[config.mk]
export PLATFORM = sky130hd
export DESIGN_NAME = int_agg
export DESIGN_NICKNAME = d
export VERILOG_FILES = /design/src/rtl/intagg_pkg.sv /design/src/rtl/int_chan.sv /design/src/rtl/int_regif.sv /design/src/rtl/int_agg.sv
export SDC_FILE = /design/constraint.sdc
export NUM_CORES = 1
export LEC_CHECK = 0
export ABC_AREA = 1
export CORE_ASPECT_RATIO = 1.2
export CORE_MARGIN = 8
export CORE_UTILIZATION = 50
export DETAILED_ROUTE_END_ITERATION = 8
export GPL_TIMING_DRIVEN = 1
export PLACE_DENSITY = 0.78
export SYNTH_ARGS = -nofsm -noshare
export SYNTH_HDL_FRONTEND = slang
export SYNTH_SLANG_ARGS = --single-unit
[constraint.sdc]
create_clock -name clk_i -period 1.3 [get_ports clk_i]
set_input_delay 0.26 -clock clk_i [delete_from_list [all_inputs] [get_ports clk_i]]
set_output_delay 0.26 -clock clk_i [all_outputs]
set_load 0.005 [all_outputs]
[src/rtl/intagg_pkg.sv]
package intagg_pkg;
  localparam int unsigned N_CHAN = 2;
  localparam int unsigned CH_W   = $clog2(N_CHAN);
  localparam int unsigned ADDR_W = CH_W + 2;

  typedef enum logic [1:0] {
    REG_MASKED = 2'd0,
    REG_RAW    = 2'd1,
    REG_SET    = 2'd2,
    REG_CLR    = 2'd3
  } reg_sel_e;
endpackage

[src/rtl/int_chan.sv]
module int_chan #(
  parameter int unsigned W = 32
) (
  input  logic         clk_i,
  input  logic         rst_ni,
  input  logic [W-1:0] src_i,
  input  logic         set_i,
  input  logic         clr_i,
  input  logic [W-1:0] wdata_i,
  output logic [W-1:0] raw_o,
  output logic [W-1:0] mask_o,
  output logic         int_o
);
  logic [W-1:0] raw_q, mask_q;

  always_ff @(posedge clk_i or negedge rst_ni) begin
    if (!rst_ni) begin
      raw_q  <= '0;
      mask_q <= '0;
    end else begin
      raw_q <= src_i;
      if (set_i)      mask_q <= mask_q | wdata_i;
      else if (clr_i) mask_q <= mask_q & ~wdata_i;
    end
  end

  assign raw_o  = raw_q;
  assign mask_o = mask_q;
  assign int_o  = |(raw_q & mask_q);

  p_raw_sample_r2: assert property (@(posedge clk_i) disable iff (!rst_ni)
    $past(rst_ni) |-> raw_q == $past(src_i));
  p_set_bits_r3: assert property (@(posedge clk_i) disable iff (!rst_ni)
    set_i |=> (mask_q & $past(wdata_i)) == $past(wdata_i));
  p_clr_bits_r4: assert property (@(posedge clk_i) disable iff (!rst_ni)
    clr_i |=> (mask_q & $past(wdata_i)) == '0);
  p_mask_hold_r6: assert property (@(posedge clk_i) disable iff (!rst_ni)
    (!set_i && !clr_i) |=> $stable(mask_q));
  p_out_set_r8: assert property (@(posedge clk_i) disable iff (!rst_ni)
    (set_i && |(wdata_i & src_i)) |=> int_o);
  p_out_clr_r8: assert property (@(posedge clk_i) disable iff (!rst_ni)
    (clr_i && (&wdata_i)) |=> !int_o);
endmodule

[src/rtl/int_regif.sv]
module int_regif
  import intagg_pkg::*;
#(
  parameter int unsigned W = 32
) (
  input  logic                     clk_i,
  input  logic                     rst_ni,
  input  logic                     req_i,
  input  logic                     we_i,
  input  logic [ADDR_W-1:0]        addr_i,
  input  logic [N_CHAN-1:0][W-1:0] raw_i,
  input  logic [N_CHAN-1:0][W-1:0] mask_i,
  output logic [N_CHAN-1:0]        set_o,
  output logic [N_CHAN-1:0]        clr_o,
  output logic [W-1:0]             rdata_o,
  output logic                     err_o
);
  logic [CH_W-1:0] ch;
  reg_sel_e        sel;

  assign ch  = addr_i[ADDR_W-1:2];
  assign sel = reg_sel_e'(addr_i[1:0]);

  always_comb begin
    set_o   = '0;
    clr_o   = '0;
    rdata_o = '0;
    err_o   = 1'b0;
    if (req_i) begin
      unique case (sel)
        REG_MASKED: if (we_i) err_o = 1'b1; else rdata_o = raw_i[ch] & mask_i[ch];
        REG_RAW:    if (we_i) err_o = 1'b1; else rdata_o = raw_i[ch];
        REG_SET:    if (we_i) set_o[ch] = 1'b1;
                    else begin err_o = 1'b1; rdata_o = mask_i[ch]; end
        REG_CLR:    if (we_i) clr_o[ch] = 1'b1;
                    else begin err_o = 1'b1; rdata_o = mask_i[ch]; end
        default:    err_o = 1'b1;
      endcase
    end
  end

  p_err_req_r10: assert property (@(posedge clk_i) disable iff (!rst_ni)
    err_o |-> req_i);
  p_idle_zero_r10: assert property (@(posedge clk_i) disable iff (!rst_ni)
    !req_i |-> (rdata_o == '0));
  p_one_strobe_r5: assert property (@(posedge clk_i) disable iff (!rst_ni)
    $onehot0({set_o, clr_o}));
  p_err_no_strobe_r6: assert property (@(posedge clk_i) disable iff (!rst_ni)
    err_o |-> (set_o == '0 && clr_o == '0));
endmodule

[src/rtl/int_agg.sv]
module int_agg
  import intagg_pkg::*;
#(
  parameter int unsigned W = 32
) (
  input  logic              clk_i,
  input  logic              rst_ni,
  input  logic [W-1:0]      irq_src_i,
  input  logic [W-1:0]      fiq_src_i,
  input  logic              req_i,
  input  logic              we_i,
  input  logic [ADDR_W-1:0] addr_i,
  input  logic [W-1:0]      wdata_i,
  output logic [W-1:0]      rdata_o,
  output logic              err_o,
  output logic              irq_o,
  output logic              fiq_o
);
  logic [N_CHAN-1:0][W-1:0] src, raw, mask;
  logic [N_CHAN-1:0]        set, clr, int_out;

  assign src[0] = irq_src_i;
  assign src[1] = fiq_src_i;

  int_regif #(.W(W)) u_regif (
    .clk_i   (clk_i),
    .rst_ni  (rst_ni),
    .req_i   (req_i),
    .we_i    (we_i),
    .addr_i  (addr_i),
    .raw_i   (raw),
    .mask_i  (mask),
    .set_o   (set),
    .clr_o   (clr),
    .rdata_o (rdata_o),
    .err_o   (err_o)
  );

  for (genvar c = 0; c < N_CHAN; c++) begin : g_chan
    int_chan #(.W(W)) u_chan (
      .clk_i   (clk_i),
      .rst_ni  (rst_ni),
      .src_i   (src[c]),
      .set_i   (set[c]),
      .clr_i   (clr[c]),
      .wdata_i (wdata_i),
      .raw_o   (raw[c]),
      .mask_o  (mask[c]),
      .int_o   (int_out[c])
    );
  end

  assign irq_o = int_out[0];
  assign fiq_o = int_out[1];

  p_rst_quiet_r9: assert property (@(posedge clk_i)
    !rst_ni |-> (!irq_o && !fiq_o));
endmodule

# == Yosys cells after proc, flatten, opt, wreduce, memory -nomap -nowiden ==
# Cells that the tools add are included.
# word_totals
in_bits,103
elab_cells,49
out_inout_bits,35
regBits,128
# classes
n_lt_le_gt_ge,2
bitwise_logic,8
reduce_logical,8
mux,24
eq_ne,3
# op_table
operator,count
32-bit 2-to-1 mux,12
32-bit bitwise AND,5
32-bit one-hot mux with 3 select lines,1
32-bit OR,2
32-bit OR reduction,2
32-bit NOT,1
2-bit 2-to-1 mux,5
"2-bit equality test, second input constant",2
1-bit 2-to-1 mux,4
2-bit nonzero test,2
2-bit OR reduction,2
"2-bit by 1-bit equality test with 1-bit output, second input constant",1
2-bit logical NOT,1
"1-bit by 2-bit less-than comparator with 1-bit output, second input constant",1
1-bit one-hot mux with 2 select lines,1
1-bit demux with 1-bit select,1
"1-bit greater-or-equal comparator, second input constant",1
1-bit logical AND,1

# == Depth between registers and ports, before layout ==
# depth
word_depth,9
depth_mapped,8
depth_no_buf,6

# == Cells and area by module ==
# A second synthesis with hierarchy kept.
# unflattened
hier_cells,725
area_unflattened_um2,6000.8
# by_module_without_submodules
mod,area_each_um2,seq_area_each_um2,cells_each,n_inst
int_chan,2287.2,1601.5,197,2
int_regif,1426.4,0.0,331,1

# == Least setup slack after synthesis ==
# Ideal clock, no wire load.
# synth_timing
path_kind,input port to output port
startpoint,input addr_i[2]
endpoint,output rdata_o[6]
path_stages,8
t_required_ns,1.040
n_path_buf,3
arrival_time_ns,1.050
setup_slack_ns,-0.010
cell_sequence,buf_4 inv_4 buf_6 buf_6 nor2_1 nor2_1 o21ai_0 a21oi_1
# synth_via
elab_chain_cells,6
elab_cells_between_ends,10
cone_classes,9 x mux; 1 x bitwise
# synth_lines
element,line_no,text
from (decl),int_agg.sv:12,"input logic [ADDR_W-1:0] addr_i,"
32-bit 2-to-1 mux (on tied branches) (2 in a row),--,
32-bit bitwise AND,int_regif.sv:31,REG_MASKED: if (we_i) err_o = 1'b1; else rdata_o = raw_i[ch] & mask_i[ch];
32-bit 2-to-1 mux,int_regif.sv:31,
32-bit one-hot mux with 3 select lines *,int_regif.sv:30,unique case (sel)
32-bit 2-to-1 mux *,int_regif.sv:29,if (req_i) begin
to (decl),int_agg.sv:14,"output logic [W-1:0] rdata_o,"
# Mark *: on every way between the ends. The rest lies on a longest branch, timed or not. The select of a mux whose other input is x is not followed.

==> run_results.csv <==
group,metric,value,unit
drt,drc,0,
layout,nets,1081,
yosys,avgSynthCellArea,7.82,sq um
power,powerDensity,1290,mW/mm^2
place,pre_cts_slack,-0.926,ns
yosys,ys_seq_area_share,54.4,%
yosys,yosys_warnings,0,
critical_path,worst-setup-path-type,"flop to primary output",
cts,clkLatencyLatePin,0.41,ns
layout,fin_cells,1148,
critical_path,slowest_delay,0.41,ns
floorplanning,initial_core_util,51.2,%
grt,grt.overflow.total,0,
place,place_inst,1078,
drt,wl_per_cell,21.1,um
layout,drive_above_1_share,31.2,%
status,status,"finished, violations left",
critical_path,path_delay_family,"simple AND/OR/NAND/NOR gates",
critical_path,path_common_cell,"nand2_1",
sta,skew,0,ns
floorplanning,dieArea,0.0155,sq mm
drt,drt-initial-drc-count,819,
place,io_buffers,137,
critical_path,path_cells,"nand2_1 > nand2_1 > nor2_1 > nand2_1 > nor2_4 > nand2_1 > buf_2",
critical_path,arrival,1.63,ns
cts,cts_htree_levels,4,
sta,worst_pin_slew,0.565,ns
yosys,postSynth.asyncResetShare,100,%
power,peakVddDrop,1080,uV
layout,mostFrequentLayoutCell,"nand2_1",
sta,fin_ws,-0.594,ns
yosys,ys_ff_latch,128,
grt,grt_usage,28.5,%
grt,grt_pass1_wl,34.5,mm
place,dp_hpwl,12.9,mm
sta,finalHoldViolations,0,
place,gp_congestion,0.863,
cts,root_buffer,"clkbuf_16",
sta,post-route-period-util,146,%
drt,first_pass_iters,5,
critical_path,crit_buf_inv,1,
floorplanning,std_cell_rows,43,
min_path,hold_class,"input port to flop",
sta,max_freq,528,MHz
critical_path,crit_fanout,2,
floorplanning,ios,138,
grt,antenna_found_initial,0,
critical_path,critPathRequiredTime,1.04,ns
sta,finalCriticalPeriod,1.89,ns
critical_path,cpMaxStageDelayCell,"dfrtp_1",
floorplanning,core_area,0.0115,sq mm
cts,clock_path_buffers,2,
status,violations,"negative setup slack",
layout,area_growth,63.1,%
drt,viasPerCell,5.91,
run,maxCapViolCount,0,
yosys,syn_nets,856,
cts,cts_tree,"yes",
yosys,netlist_area,0.00589,sq mm
drt,routed_wl,24.2,mm
floorplanning,dieHeight,135,um
sta,setup_viol,38,
yosys,ys_types,20,
drt,drtAntennaViolNets,0,
power,p_total,0.0124,W
cts,clkSinkCount,128,
floorplanning,fp.dieW,115,um
power,leakage,4.64,nW
sta,slew_viol_final,0,
yosys,ys.flop_type,"dfrtp_1",
cts,clkTransAtPathRegs,0.06,ns
critical_path,end_kind,"primary output",
sta,slew_headroom,62.4,%
drt,num_vias,6781,
layout,diodes,0,
layout,final_cell_mix,"204 x nand2_1, 128 x dfrtp_1, 96 x clkdlybuf4s50_1",
yosys,postSynthCellCount,753,
yosys,synth-edff-count,0,
grt,grt_max_degree,38,
grt,grt_pass1_vias,6924,
critical_path,worst_setup_path_start_kind,"flop",
sta,rsz0062_at_grt,"true",
cts,cts_buffers,17,
cells in the mapped netlist, types with 2 or more instances:
cell type / number / area, sq um
nor2_1: 84 / 315
o21ai_0: 95 / 475
clkbuf_1: 14 / 52.6
buf_2: 11 / 55.1
inv_1: 32 / 120
o21ai_1: 32 / 160
buf_4: 7 / 52.6
a21oi_1: 32 / 160
buf_1: 3 / 11.3
nand2_1: 269 / 1010
nand4_1: 2 / 12.5
buf_6: 4 / 45.0
dfrtp_1: 128 / 3200
nand3_1: 33 / 165
nor2_2: 2 / 12.5
per-stage QoR:
stage | util (%) | hold WS (ns) | setup TNS (ns) | area [sq um]
floorplan | - | -0.0356 | 0 | 5900
global route | 83.4 | 0.271 | -12.92 | 9610
detailed placement | 69.1 | 0.201 | -65.59 | 7950
CTS | 78.9 | 0.274 | -9.52 | 9080
finish | 83.4 | 0.277 | -11.01 | 9610
global placement | 69.1 | 0.194 | -62.67 | 7950
timing repair:
action	in CTS	in global routing
setup endpoints to repair	99	55
hold endpoints to repair	21	0
hold buffers	1	0
setup buffers	22	31
gates cloned	4	4
gates resized for setup	274	128
pin swaps	68	59
cells by family (layout without fill, tap and decap cells):
| logic type | Yosys count | count (layout) | synth area share, % |
|---|---|---|---|
| DFF | 128 | 128 | 54.4 |
| buffers and inverters | 73 | 311 | 5.88 |
| and+or+nand+nor | 391 | 391 | 25.9 |
| AOI/OAI and AO/OA | 161 | 161 | 13.8 |
routing by layer:
layer	part of all wire (%)	vias to the layer above	track usage [%]
li1	-	2882	-
met1	34	3198	31.7
met2	51	550	48.6
met3	10	151	7.19
met4	5.8	0	15.6
met5	0	-	0
worst paths after layout:
| kind | startpoint | end | slack [ns] | cells after the start |
|---|---|---|---|---|
| worst max-delay path | flop | fiq_o | -0.59 | 7 |
| worst min-delay path | irq_src_i[11] | g_chan[0].u_chan.raw_o[11]$_DFF_PN0_ | 0.28 | 1 |
| worst max register to register | flop | flop | 0.27 | 5 |
| worst min register to register | flop | flop | 0.53 | 2 |
| max in group asynchronous | rst_ni | g_chan[1].u_chan.raw_o[22]$_DFF_PN0_ | 0.47 | 3 |
| min in group asynchronous | rst_ni | g_chan[0].u_chan.raw_o[5]$_DFF_PN0_ | 0.31 | 2 |
layout make-up:
class                           instances  area [sq um]
Sequential cell                       128          3200
Multi-Input combinational cell        552          2870
Timing Repair Buffer                  244          2540
Fill cell                             662          1910
Clock buffer                           19           453
Clock inverter                         13           209
Tap cell                              157           196
Inverter                               34           135
Timing Repair inverter                  1          6.26
report_power, final:
part	switching (W)	internal, W
clock network	0.00185	0.00351
logic	0.00127	0.00120
registers	0.000272	0.00432
Power figures use the tool's default switching activity.
